==> src/rtl/eidle_infer.sv <==
module eidle_infer #(
  parameter int US_WIN  = 128,
  parameter int TS_WIN  = 1280,
  parameter int EXIT_G1 = 2000,
  parameter int EXIT_G2 = 16000
) (
  input  logic       clk,
  input  logic       rst,
  input  logic [2:0] rule_sel,
  input  logic       gen2,
  input  logic       com_skp_seen,
  input  logic       ts_seen,
  input  logic       eidle_exit_seen,
  input  logic       ui_tick,
  input  logic       us_tick,
  output logic       idle_pulse,
  output logic       idle_flag
);
  localparam int LIM_A   = (US_WIN > TS_WIN) ? US_WIN : TS_WIN;
  localparam int LIM_B   = (EXIT_G1 > EXIT_G2) ? EXIT_G1 : EXIT_G2;
  localparam int LIM_MAX = (LIM_A > LIM_B) ? LIM_A : LIM_B;
  localparam int CW      = $clog2(LIM_MAX + 1);

  logic [2:0]    rule_q;
  logic          gen2_q;
  logic [CW-1:0] cnt;
  logic [CW-1:0] limit;
  logic          watch_evt;
  logic          adv;

  always_comb begin
    watch_evt = 1'b0;
    adv       = 1'b0;
    limit     = '0;
    case (rule_sel)
      3'b100: begin watch_evt = com_skp_seen;    adv = us_tick; limit = CW'(US_WIN); end
      3'b101: begin watch_evt = ts_seen;         adv = ui_tick; limit = CW'(TS_WIN); end
      3'b110: begin watch_evt = eidle_exit_seen; adv = ui_tick;
                    limit = gen2 ? CW'(EXIT_G2) : CW'(EXIT_G1); end
      3'b111: begin watch_evt = eidle_exit_seen; adv = us_tick; limit = CW'(US_WIN); end
      default: ;
    endcase
  end

  wire           restart = !rule_sel[2] || (rule_sel != rule_q) || (gen2 != gen2_q);
  wire [CW-1:0]  cnt_inc = cnt + 1'b1;
  wire           counting = adv && (cnt < limit);
  wire           hit      = counting && (cnt_inc == limit);

  always_ff @(posedge clk) begin
    rule_q <= rule_sel;
    gen2_q <= gen2;
    if (rst || restart) begin
      cnt        <= '0;
      idle_pulse <= 1'b0;
      idle_flag  <= 1'b0;
    end else if (watch_evt) begin
      cnt        <= '0;
      idle_pulse <= 1'b0;
    end else begin
      idle_pulse <= hit;
      if (counting) cnt <= cnt_inc;
      if (hit) idle_flag <= 1'b1;
    end
  end
endmodule


==> config.mk <==
export PLATFORM = sky130hd
export DESIGN_NAME = eidle_infer
export DESIGN_NICKNAME = d
export VERILOG_FILES = /design/src/rtl/eidle_infer.sv
export SDC_FILE = /design/constraint.sdc
export NUM_CORES = 1
export LEC_CHECK = 0
export BUFFER_PORTS_ARGS = -buffer_cell sky130_fd_sc_hd__buf_2
export CAP_MARGIN = 10
export CORE_ASPECT_RATIO = 0.9
export CORE_MARGIN = 3
export CORE_UTILIZATION = 40
export DETAILED_ROUTE_END_ITERATION = 8
export PLACE_DENSITY = 0.59
export SYNTH_ARGS = -nofsm -noshare
export SYNTH_HDL_FRONTEND = slang
export SYNTH_SLANG_ARGS = --single-unit
==> constraint.sdc <==
create_clock -name clk -period 3.3 [get_ports clk]
set_input_delay 0.165 -clock clk [delete_from_list [all_inputs] [get_ports clk]]
set_output_delay 0.165 -clock clk [all_outputs]
set_load 0.02 [all_outputs]
==> results.md <==
* CTS buffer count at 3
* Via total after detailed routing at 1256
* Worst clock skew at 4.599 ps
* Post-synthesis async set-or-reset flop share at 0%
* DP Wirelength at 2.380 mm
* Mean cell area of the mapped netlist at 8.840 um^2
* Buffers inserted by post-CTS timing repair at 0
* WP depth at 10
* Highest clock rate at 370.4 MHz
* Via count of the first global-routing pass at 1237
* Type of the worst setup path: primary input to flip-flop
* Average routed wire per standard cell at 14.37 um
* Hold Slack at 61.78 ps
* Static Leak at 0.0006010 uW
* Register bit total from synthesis at 20
* Grt ovf at 0
* Sequential cell area fraction in the yosys report at 26.80%
* Kind of end point of the critical path: flip-flop
* Hold violation count in the final report at 0
* Clock root buffer: clkbuf_8
* Clock input transition at the sequential cells of the worst setup and hold paths at 80 ps
* Final number of max-transition violations at 0
* Areal power density over the cells at 291.7 nW/um^2
* Overall Global Routing Usage at 14.87%
* Series of cell instances along the critical path: buf_2, and4bb_4, a21oi_1, ha_1, a21oi_1, nor2b_1, o41ai_4, nand2_2, or3_1, a21oi_1
* Final setup vio count at 0
* Number of levels the H-tree was split into at 1
* Wire length of the first global-routing pass at 5.409 mm
* Count of nets left with antenna violations after detail routing at 0
* Worst-path cell with the longest stage delay: o41ai_4
* Final clock period utilization by the worst path at 81.81%
* Total length of routed wires at 3.191 mm
* Most common library cell in the layout ignoring fill and taps: dfxtp_1
* DRT iter0 DRCs at 68
* Area of the core at 3478 um^2
* Classification of the worst-slack hold path: primary input to flip-flop
* Post-cts resize count at 0
* Worst stage delay on the critical path at 660 ps
* Post-layout net count at 201
* Final critical-path required period at 2700 ps
* Synth Net Count at 190
* CTS Hold Buffers Added at 0
* Top_reg_cell synth: dfxtp_1
* Highest metal used: met4
* Top library cells by usage in the layout, fill and taps aside: dfxtp_1, xor2_1, buf_2, nor2_1
* Clk sinks at 20
* Met3 routed wirelength at 125 um
* Buf+Inv Stages, Crit Path at 1
* Port buffer count at 12
* Starting utilization of the core area at 42.95%
* Number of antenna cells inserted at 0
* Count of unresolved DRC violations after routing at 0
* Number of instances in the synthesized netlist at 169
* Max rail drop VDD at 0.1148 mV
* Number of cells on the worst hold path at 1
* CTS tree: yes
* Top cell family by delay on the critical path: compound AO/OA/AOI/OAI gates
* Pin count of the biggest net entering global routing at 17
* Endpoint arrival time on the critical path at 2900 ps
* Number of top-level design ports at 13
* Post-synth EDFFs at 0
* Via-per-instance ratio at 5.658
* Max Cap Viol at 0
* Max Fanout on Critical Path at 10
* Die outline area at 4505 um^2
* Unrepaired setup endpoints after global routing: no
* Slew at the pin closest to its max-slew limit at 712.0 ps
* Status: complete, no violations
* Cell area after synthesis at 1494 um^2
* Routed met2 length at 1.425 mm
* Top cell by count, worst path: a21oi_1
* Netlist cell types at 49
* Fin Setup TNS at 0 ps
* Chip Width at 70.42 um
* Signed area change from the synthesized netlist to the final layout at 7.957%
* Fraction of final layout cells with drive strength greater than 1 at 15.17%
* Clock latency on the worst-skew pair at 260 ps
* Num rows at 20
* Setup crit start kind: primary input
* Worst-case clock buffer depth at 2
* Worst reg2reg path depth at 7
* Routed length on met1 at 1.588 mm
* Yosys warnings at 0
* Rel. slew slack at 52.37%
* RePlAce Congestion at 0.8066
* 1st-pass router iterations at 4
* Initial antenna violation count at 0
* CP Data Required Time at 3500 ps
* Die Y-Extent at 63.98 um
routing by layer:
metal  global-route usage, %  vias up
met5                       0        -
met4                   6.459        0
met3                   2.673        5
met2                   24.42       24
met1                   19.02      584
li1                        -      643
worst paths after layout:
path,end,start,slack (ps)
max,cnt[7],rule_sel[0],600
min,gen2_q,gen2,60
max reg2reg,cnt[7],cnt[6],760
min reg2reg,idle_flag,idle_flag,500
per-stage QoR:
step	power, uW	setup WS (ps)	utilization, %	instances	area [um^2]
2_1_floorplan	298.5	851.3	-	169	1494
3_3_place_gp	309.9	557.6	45.18	219	1572
3_5_place_dp	311.8	384.4	45.18	219	1572
4_1_cts	474.2	623.5	46.37	222	1613
5_1_grt	489.1	440.5	46.37	222	1613
6_report	470.5	600.4	46.37	222	1613
worst reg2reg max path: cells and delay by family, from the launching register on:
kind,cells,cell delay (ps)
compound gates,4,1030
fa+ha+maj,1,310
flops,1,550
simple gates,2,590
cells in the mapped netlist, types with 3 or more instances:
cell type | number | area (um^2)
dfxtp_1 | 20 | 400.4
xor2_1 | 13 | 113.9
nor2_1 | 11 | 41.29
ha_1 | 10 | 125.1
nand3_1 | 10 | 50.05
nand2_1 | 9 | 33.78
nor3_1 | 9 | 45.04
a21oi_1 | 8 | 40.04
o21ai_0 | 6 | 30.03
inv_1 | 5 | 18.77
and3_1 | 4 | 25.02
nand4_1 | 4 | 25.02
nor2b_1 | 4 | 25.02
nor4_1 | 4 | 25.02
buf_2 | 3 | 15.01
mux2i_1 | 3 | 30.03
or3_1 | 3 | 18.77
xnor2_1 | 3 | 26.28
power breakdown:
group	internal (uW)	switching (uW)
clock network	81.6	83.0
registers	244	0.975
logic	26.6	34.6
flip-flops by register name (all words and copies together), names as in the netlist:
name        count
idle_pulse      1
cnt            14
idle_flag       1
rule_q          3
gen2_q          1
cell families (layout without fill, tap and decap cells):
| logic type | Yosys count | count (layout) | synth area share [%] |
|---|---|---|---|
| compound gates | 29 | 29 | 14.16 |
| flops | 20 | 20 | 26.80 |
| mux | 3 | 3 | 2.010 |
| buf+inv | 12 | 21 | 4.271 |
| fa+ha+maj | 10 | 10 | 8.375 |
| simple gates | 76 | 76 | 30.74 |
| xor+xnor | 19 | 19 | 13.65 |
area by class of cell:
class                      instances  area (um^2)
fill                             376         1866
multi-input combinational        137         1030
sequential                        20        400.4
timing repair buffer              13        67.56
tap                               44        55.05
clock buffer                       3        41.29
inverter                           5        18.77
Note: power is estimated with default switching activity, not from simulation.
